===== src/rtl/sse_pkg.sv =====
package sse_pkg;
  typedef enum logic [1:0] {
    SEQ_IDLE    = 2'd0,
    SEQ_SHIFT   = 2'd1,
    SEQ_CAPTURE = 2'd2
  } seq_state_t;
endpackage


===== src/rtl/sse_lfsr.sv =====
module sse_lfsr #(
  parameter int unsigned LFSR_W = 16,
  parameter logic [LFSR_W-1:0] TAP_MASK = 16'hB400
) (
  input  logic              clk,
  input  logic              rst,
  input  logic              load,
  input  logic              step,
  input  logic [LFSR_W-1:0] seed,
  output logic [LFSR_W-1:0] next_o
);
  logic [LFSR_W-1:0] state_q;
  logic              fb;

  // Fibonacci feedback: parity of the tapped stages enters at bit 0
  assign fb     = ^(state_q & TAP_MASK);
  assign next_o = {state_q[LFSR_W-2:0], fb};

  always_ff @(posedge clk) begin
    if (rst)       state_q <= '0;
    else if (load) state_q <= seed;
    else if (step) state_q <= next_o;
  end
endmodule


===== src/rtl/sse_shift_counter.sv =====
module sse_shift_counter #(
  parameter int unsigned CHAIN_LEN = 24
) (
  input  logic clk,
  input  logic rst,
  input  logic clear,
  input  logic inc,
  output logic at_last
);
  localparam int unsigned CNT_W = (CHAIN_LEN > 1) ? $clog2(CHAIN_LEN) : 1;
  localparam logic [CNT_W-1:0] LAST_IDX = CNT_W'(CHAIN_LEN - 1);

  logic [CNT_W-1:0] cnt_q;

  assign at_last = (cnt_q == LAST_IDX);

  always_ff @(posedge clk) begin
    if (rst || clear) cnt_q <= '0;
    else if (inc)     cnt_q <= cnt_q + 1'b1;
  end
endmodule


===== src/rtl/sse_sequencer.sv =====
module sse_sequencer
  import sse_pkg::*;
(
  input  logic clk,
  input  logic rst,
  input  logic seed_valid,
  input  logic at_last,
  output logic load,
  output logic step,
  output logic last_step,
  output logic ready_q,
  output logic en_q,
  output logic cap_q
);
  seq_state_t state_q, state_d;

  assign load      = (state_q == SEQ_IDLE) && seed_valid;
  assign step      = (state_q == SEQ_SHIFT);
  assign last_step = step && at_last;

  always_comb begin
    state_d = state_q;
    unique case (state_q)
      SEQ_IDLE:    if (seed_valid) state_d = SEQ_SHIFT;
      SEQ_SHIFT:   if (at_last)    state_d = SEQ_CAPTURE;
      SEQ_CAPTURE: state_d = SEQ_IDLE;
      default:     state_d = SEQ_IDLE;
    endcase
  end

  always_ff @(posedge clk) begin
    if (rst) begin
      state_q <= SEQ_IDLE;
      ready_q <= 1'b1;
      en_q    <= 1'b0;
      cap_q   <= 1'b0;
    end else begin
      state_q <= state_d;
      ready_q <= (state_d == SEQ_IDLE);
      en_q    <= (state_d == SEQ_SHIFT);
      cap_q   <= (state_d == SEQ_CAPTURE);
    end
  end
endmodule


===== src/rtl/seed_scan_expander.sv =====
module seed_scan_expander #(
  parameter int unsigned LFSR_W = 16,
  parameter logic [LFSR_W-1:0] TAP_MASK = 16'hB400,
  parameter int unsigned CHAIN_LEN = 24
) (
  input  logic              clk,
  input  logic              rst,
  input  logic              seed_valid,
  input  logic [LFSR_W-1:0] seed_data,
  output logic              seed_ready,
  output logic              scan_data,
  output logic              scan_en,
  output logic              capture
);
  localparam int unsigned MSB = LFSR_W - 1;

  logic              load, step, last_step, at_last;
  logic [LFSR_W-1:0] lfsr_next;
  logic              dout_q;

  sse_sequencer u_seq (
    .clk        (clk),
    .rst        (rst),
    .seed_valid (seed_valid),
    .at_last    (at_last),
    .load       (load),
    .step       (step),
    .last_step  (last_step),
    .ready_q    (seed_ready),
    .en_q       (scan_en),
    .cap_q      (capture)
  );

  sse_shift_counter #(.CHAIN_LEN(CHAIN_LEN)) u_cnt (
    .clk     (clk),
    .rst     (rst),
    .clear   (load),
    .inc     (step),
    .at_last (at_last)
  );

  sse_lfsr #(.LFSR_W(LFSR_W), .TAP_MASK(TAP_MASK)) u_lfsr (
    .clk    (clk),
    .rst    (rst),
    .load   (load),
    .step   (step),
    .seed   (seed_data),
    .next_o (lfsr_next)
  );

  // Output bit register: seed MSB first, then the MSB of each successive state
  always_ff @(posedge clk) begin
    if (rst)                     dout_q <= 1'b0;
    else if (load)               dout_q <= seed_data[MSB];
    else if (step && !last_step) dout_q <= lfsr_next[MSB];
    else                         dout_q <= 1'b0;
  end

  assign scan_data = dout_q;
endmodule


===== config.mk =====
export PLATFORM = sky130hd
export DESIGN_NAME = seed_scan_expander
export DESIGN_NICKNAME = d
export VERILOG_FILES = /design/src/rtl/sse_pkg.sv /design/src/rtl/sse_lfsr.sv /design/src/rtl/sse_shift_counter.sv /design/src/rtl/sse_sequencer.sv /design/src/rtl/seed_scan_expander.sv
export SDC_FILE = /design/constraint.sdc
export NUM_CORES = 1
export LEC_CHECK = 0
export ABC_CLOCK_PERIOD_IN_PS = 1780
export BUFFER_PORTS_ARGS = -buffer_cell sky130_fd_sc_hd__buf_4
export CORE_UTILIZATION = 52
export CTS_BUF_LIST = sky130_fd_sc_hd__clkbuf_2
export CTS_CLUSTER_SIZE = 12
export DETAILED_ROUTE_END_ITERATION = 6
export PLACE_DENSITY = 0.87
export SETUP_SLACK_MARGIN = 0.3
export SLEW_MARGIN = 25
export SYNTH_ARGS = -nofsm -noshare
export SYNTH_HDL_FRONTEND = slang
export SYNTH_HIERARCHICAL = 1
export SYNTH_SLANG_ARGS = --single-unit

===== constraint.sdc =====
create_clock -name clk -period 1.78 [get_ports clk]
set_clock_uncertainty 0.2 [all_clocks]
set_input_delay 0.267 -clock clk [delete_from_list [all_inputs] [get_ports clk]]
set_output_delay 0.267 -clock clk [all_outputs]
set_load 0.03 [all_outputs]

==> impl_metrics.csv, run 1 <==
group,metric,value,unit
floorplan,floorplan.core_area,0.00230,mm^2
setup_path,critical_path_class,"register to register",
route,detail-route-antenna-nets,0,
route,vias,1124,
sta,finalCritPeriodShare,0.897,
outcome,run_status,"finished, violations left",
clocking,cts.path.max_buffers,2,
sta,setup-violations-final,0,
floorplan,start_util,0.575,
synthesis,syn_area_per_cell,11.0,um^2
place,place_area,0.00150,mm^2
sta,post-route-min-period,1.60,ns
floorplan,number_of_cell_rows,17,
floorplan,die_w,52.4,um
outcome,violations,"hold timing",
sta,finalHoldWorstSlack,-0.0478,ns
floorplan,num_io_pins,23,
global_routing,grt_pass1_vias,1122,
clocking,cts_max_level,1,
finish,area.sequential,548,um^2
sta,post-route-worst-setup-slack,0.183,ns
setup_path,required,1.89,ns
sta,hold_violations_final,2,
power_and_ir_drop,p_leak,0.850,nW
global_routing,overflow,0,
job,maxCapViolations,0,
sta,totalNegativeSetupSlack,0,ns
place,buffer_ports.inserted,22,
clocking,cts_tree,"yes",
clocking,clk_latency,0.38,ns
power_and_ir_drop,p_total,1.29,mW
place,gp_congestion,0.717,
route,routed_wl,3.72,mm
finish,finalInstanceArea,0.00192,mm^2
clocking,clk_transition_reported_paths,0.26,ns
clocking,cts-buffers-inserted,3,
setup_path,worst_ep_arrival_time,1.71,ns
sta,max-slew-margin-rel,0.774,
power_and_ir_drop,ir_drop,0.513,mV
route,drt-initial-drc-count,26,
synthesis,syn-instance-count,120,
finish,antenna_cells_inserted,0,
place,detailed_place_hpwl,1.72,mm
finish,layout-drive-gt1-share,0.468,
floorplan,die-area,0.00274,mm^2
setup_path,timing.critical_path.fanout_max,6,
finish,multiInputGateArea,816,um^2
route,post_drt_via_cell_ratio,5.59,
global_routing,gr-usage-all-layers,0.280,
global_routing,grt_antenna_before_repair,0,
global_routing,grt_pass1_wl,5.34,mm
synthesis,ys.warnings.count,6,
clocking,clock_sink_count,27,
floorplan,die_h,52.4,um
clocking,post_cts_hold_buffer_count,15,
finish,final_util,0.834,
sta,final-max-slew-violation-count,0,
finish,final.fill_count,115,
sta,worst_pin_slew,0.338,ns
finish,area.growth.synth_to_final,45.1,%
setup_path,setup.worst_path.end_class,"register",
synthesis,syn-num-nets,140,
sta,maximum_clock_rate,0.626,GHz
place,placed_cells,167,
hold_path,worst_hold_path_type,"input pin to register",
clocking,clk_root_buffer_cell,"sky130_fd_sc_hd__clkbuf_2",
route,detailedRoute.firstPassIterationCount,4,
setup_path,setup.worst_path.start_class,"register",
power_and_ir_drop,power-per-cell-area,671,mW/mm^2
route,drc_errors,0,
place,place_ws,0.0182,ns
finish,layout.nets,194,
global_routing,grt_max_degree,28,
sta,setup_repair_after_global_routing_missed_its_margin,"yes",
route,post_drt_wl_per_cell,18.5,um
finish,final_cell_count_no_fill,201,
synthesis,post_synth_instance_area,0.00132,mm^2
-- registers in the layout, indices dropped and copies added, names as in the netlist --
register        cells
scan_data           1
u_seq/state_q       2
u_seq/cap_q         1
u_cnt/cnt_q         5
u_seq/en_q          1
u_lfsr/state_q     16
u_seq/ready_q       1
-- repair_timing --
item | in CTS | in global routing
cloned | 3 | 0
setup buffers | 8 | 4
setup endpoints to repair | 23 | 24
gates resized for setup | 20 | 14
endpoints found under the hold margin | 19 | 2
pin swaps | 5 | 6
-- where the power goes --
group	switching [mW]	total (mW)	leakage [nW]	internal [mW]
clock network	0.197	0.256	0.0166	0.0592
registers	0.0289	0.672	0.223	0.643
logic	0.149	0.358	0.610	0.209
-- layer usage --
layer  track usage  share of wire  vias up
met2         0.519           0.51       36
met4         0.167          0.042        0
li1              -              -      522
met5             0              0        -
met1         0.293           0.42      553
met3        0.0406          0.033       13
-- cells in the final DEF (no fill, tap or decap), drive strengths merged --
cell type / n
ha: 1
nor4b: 1
nor2b: 2
and2b: 3
nand2: 2
and4b: 1
nand4: 2
nor3b: 3
xor2: 1
buf: 40
xnor2: 3
o21ai: 1
dfxtp: 27
and3b: 1
a21boi: 2
mux2i: 16
dlygate4sd3: 15
nand3b: 1
nor3: 2
or2: 1
clkbuf: 4
a21bo: 1
nand2b: 2
mux2: 17
a21oi: 2
nand4bb: 1
a211o: 1
nor2: 20
-- critical path: stages (launching register included) --
cell and delay, ns:
sky130_fd_sc_hd__dfxtp_4 0.42, sky130_fd_sc_hd__nand2b_4 0.16, sky130_fd_sc_hd__nor2_4 0.15, sky130_fd_sc_hd__buf_6 0.15, sky130_fd_sc_hd__buf_6 0.09, sky130_fd_sc_hd__nor3b_2 0.03
sky130_fd_sc_hd__a211o_1 0.32
-- final timing paths --
| kind | start | end | cells after the start | slack [ns] |
|---|---|---|---|---|
| max reg2reg | u_seq/state_q[0] | u_lfsr/state_q[0] | 6 | 0.18 |
| min reg2reg | u_lfsr/state_q[14] | scan_data | 2 | 0.37 |
| max | u_seq/state_q[0] | u_lfsr/state_q[0] | 6 | 0.18 |
| min | seed_valid | u_seq/en_q | 3 | -0.05 |
-- cell type report --
class	count	share of cell area
multi-input combinational	87	0.426
sequential	27	0.286
timing repair buffer	55	0.259
tap	28	0.0183
clock buffer	4	0.0105
Note: power is estimated with default switching activity, not from simulation.
==> inputs of run 2 (changes only) <==
--- a/config.mk
+++ b/config.mk
@@ -11,7 +11,7 @@
 export CTS_BUF_LIST = sky130_fd_sc_hd__clkbuf_2
 export CTS_CLUSTER_SIZE = 12
 export DETAILED_ROUTE_END_ITERATION = 6
-export PLACE_DENSITY = 0.87
+export PLACE_DENSITY = 0.76
 export SETUP_SLACK_MARGIN = 0.3
 export SLEW_MARGIN = 25
 export SYNTH_ARGS = -nofsm -noshare
==> constraint.sdc (replaced) <==
create_clock -name clk -period 1.78 [get_ports clk]
set_clock_uncertainty 0.2 [all_clocks]
set_input_delay 0.267 -clock clk [delete_from_list [all_inputs] [get_ports clk]]
set_output_delay 0.267 -clock clk [all_outputs]
set_load 0.1 [all_outputs]
==> impl_metrics.csv, run 2 (synthesis gave the netlist of run 1 again) <==
group,metric,value,unit
outcome,run_status,"finished, final reports clean",
finish,area.growth.synth_to_final,53.2,%
finish,antenna_cells_inserted,0,
setup_path,rr_startpoint,"u_seq/state_q[0]",
setup_path,r2r_cells,7,
floorplan,start_util,0.575,
place,placed_cells,167,
place,detailed_place_hpwl,1.65,mm
floorplan,floorplan.core_area,0.00230,mm^2
clocking,clk_root_buffer_cell,"sky130_fd_sc_hd__clkbuf_2",
power_and_ir_drop,p_int,0.934,mW
hold_path,hold_path.startpoint,"rst",
global_routing,gr-usage-all-layers,0.245,
finish,largest_register_ffs,16,
sta,setup_repair_after_global_routing_missed_its_margin,"yes",
finish,layout.nets,197,
route,drc_errors,0,
floorplan,die-area,0.00274,mm^2
finish,final.fill_count,98,
sta,post-route-min-period,1.69,ns
clocking,cts-buffers-inserted,3,
power_and_ir_drop,p_clk_frac,0.178,
route,detailedRoute.firstPassIterationCount,4,
sta,worst_pin_slew,0.329,ns
setup_path,critPathLaunch,"u_seq/state_q[0]",
power_and_ir_drop,netSwitchingFraction,0.298,
global_routing,grt_pass1_vias,1051,
floorplan,die_w,52.4,um
sta,totalNegativeSetupSlack,0,ns
sta,setup-violations-final,0,
clocking,cts_max_level,1,
setup_path,critical_path_class,"register to register",
finish,layout-drive-gt1-share,0.494,
power_and_ir_drop,power.sequential.fraction,0.505,
sta,finalCritPeriodShare,0.950,
clocking,clock_sink_count,27,
route,routed_wl,3.88,mm
finish,mostFrequentLayoutCells,"sky130_fd_sc_hd__buf_4 (29), sky130_fd_sc_hd__dfxtp_1 (19), sky130_fd_sc_hd__nor2_1 (18), sky130_fd_sc_hd__dlygate4sd3_1 (16), sky130_fd_sc_hd__mux2i_1 (15)",
route,post_drt_wl_per_cell,19.0,um
floorplan,num_io_pins,23,
power_and_ir_drop,power.combinational.fraction,0.317,
sta,final-max-slew-violation-count,0,
route,detail-route-antenna-nets,0,
hold_path,worst_hold_path_type,"input pin to register",
global_routing,grt_max_degree,28,
sta,maximum_clock_rate,0.592,GHz
setup_path,setup.worst_path.start_class,"register",
finish,largest-register,"u_lfsr/state_q",
sta,finalHoldWorstSlack,0.0484,ns
power_and_ir_drop,ir_drop,0.513,mV
hold_path,timing.hold.worst_path_depth,2,
floorplan,number_of_cell_rows,17,
clocking,clk_latency,0.36,ns
route,vias,1154,
finish,layout_top_registers,"u_lfsr/state_q: 16 flops, u_cnt/cnt_q: 5 flops, u_seq/state_q: 2 flops",
clocking,cts.path.max_buffers,2,
global_routing,overflow,0,
setup_path,worst_ep_arrival_time,1.77,ns
setup_path,setup.worst_path.end_class,"register",
route,post_drt_via_cell_ratio,5.66,
power_and_ir_drop,power-per-cell-area,658,mW/mm^2
place,gp_congestion,0.774,
clocking,cts_tree,"yes",
sta,hold_violations_final,0,
setup_path,required,1.85,ns
setup_path,timing.critical_path.fanout_max,6,
finish,final_cell_count_no_fill,204,
clocking,clk_transition_reported_paths,0.25,ns
power_and_ir_drop,p_total,1.33,mW
global_routing,grt_antenna_before_repair,0,
job,maxCapViolations,0,
power_and_ir_drop,p_leak,0.891,nW
floorplan,die_h,52.4,um
place,buffer_ports.inserted,22,
global_routing,grt_pass1_wl,4.89,mm
power_and_ir_drop,power.net_switching,0.397,mW
sta,max-slew-margin-rel,0.780,
finish,layout.cells.most_common,"sky130_fd_sc_hd__buf_4",
route,drt-initial-drc-count,23,
run 2: cell types whose count changed in the layout (fill, tap and decap cells not counted), moves of 2 or more:
cell / previous run / this run
sky130_fd_sc_hd__dfxtp_1: 23 / 19
sky130_fd_sc_hd__buf_4: 33 / 29
sky130_fd_sc_hd__buf_12: 0 / 6
sky130_fd_sc_hd__mux2_4: 15 / 13
sky130_fd_sc_hd__mux2_2: 2 / 4
sky130_fd_sc_hd__dfxtp_2: 3 / 8
run 2: per-layer routing:
| layer | track usage | wire, um | vias to the layer above |
|---|---|---|---|
| met4 | 0.0921 | 85 | 0 |
| li1 | - | - | 531 |
| met1 | 0.313 | 1620 | 574 |
| met5 | 0 | 0 | - |
| met2 | 0.418 | 2030 | 37 |
| met3 | 0.0261 | 137 | 12 |
run 2: layout make-up:
type | instances | area, um^2 | area share
tap | 28 | 35.0 | 0.0173
multi-input combinational | 87 | 806 | 0.399
clock inverter | 1 | 5.00 | 0.00248
timing repair buffer | 58 | 611 | 0.302
clock buffer | 3 | 15.0 | 0.00743
sequential | 27 | 551 | 0.272
run 2: critical path, cell delays in order, from the launching register on:
cell and delay [ns]:
sky130_fd_sc_hd__dfxtp_2 0.39, sky130_fd_sc_hd__buf_6 0.11, sky130_fd_sc_hd__nand2b_4 0.14, sky130_fd_sc_hd__nor2_4 0.17, sky130_fd_sc_hd__buf_6 0.14, sky130_fd_sc_hd__buf_12 0.11
sky130_fd_sc_hd__mux2i_1 0.24, sky130_fd_sc_hd__nor2_1 0.10
run 2: power groups by stage:
stage / Clock (mW) / Sequential [mW] / Combinational [mW]
after floorplan: 0 / 0.703 / 0.181
after global placement: 0 / 0.673 / 0.260
after detailed placement: 0 / 0.675 / 0.267
after CTS: 0.239 / 0.666 / 0.351
after global routing: 0.274 / 0.675 / 0.439
final: 0.237 / 0.672 / 0.422
run 2: metrics by stage:
step	setup slack (ns)	cell area [um^2]	utilization
detailed placement	0.0110	1510	0.659
global placement	0.0680	1510	0.659
global route	0.0691	2020	0.880
floorplan	0.158	1350	-
finish	0.0895	2020	0.880
CTS	0.179	1880	0.820
run 2: what timing repair did:
item / 4_1_cts / 5_1_grt
hold buffers: 16 / 0
resized for setup: 25 / 21
hold endpoints to repair: 17 / 0
pin swaps: 5 / 10
endpoints found under the setup margin: 26 / 26
cloned: 3 / 1
setup buffers: 8 / 5
run 2: worst paths after layout:
kind | to | slack (ns)
max | u_lfsr/state_q[15] | 0.09
min | u_lfsr/state_q[14] | 0.05
max reg2reg | u_lfsr/state_q[15] | 0.09
min reg2reg | scan_data | 0.36
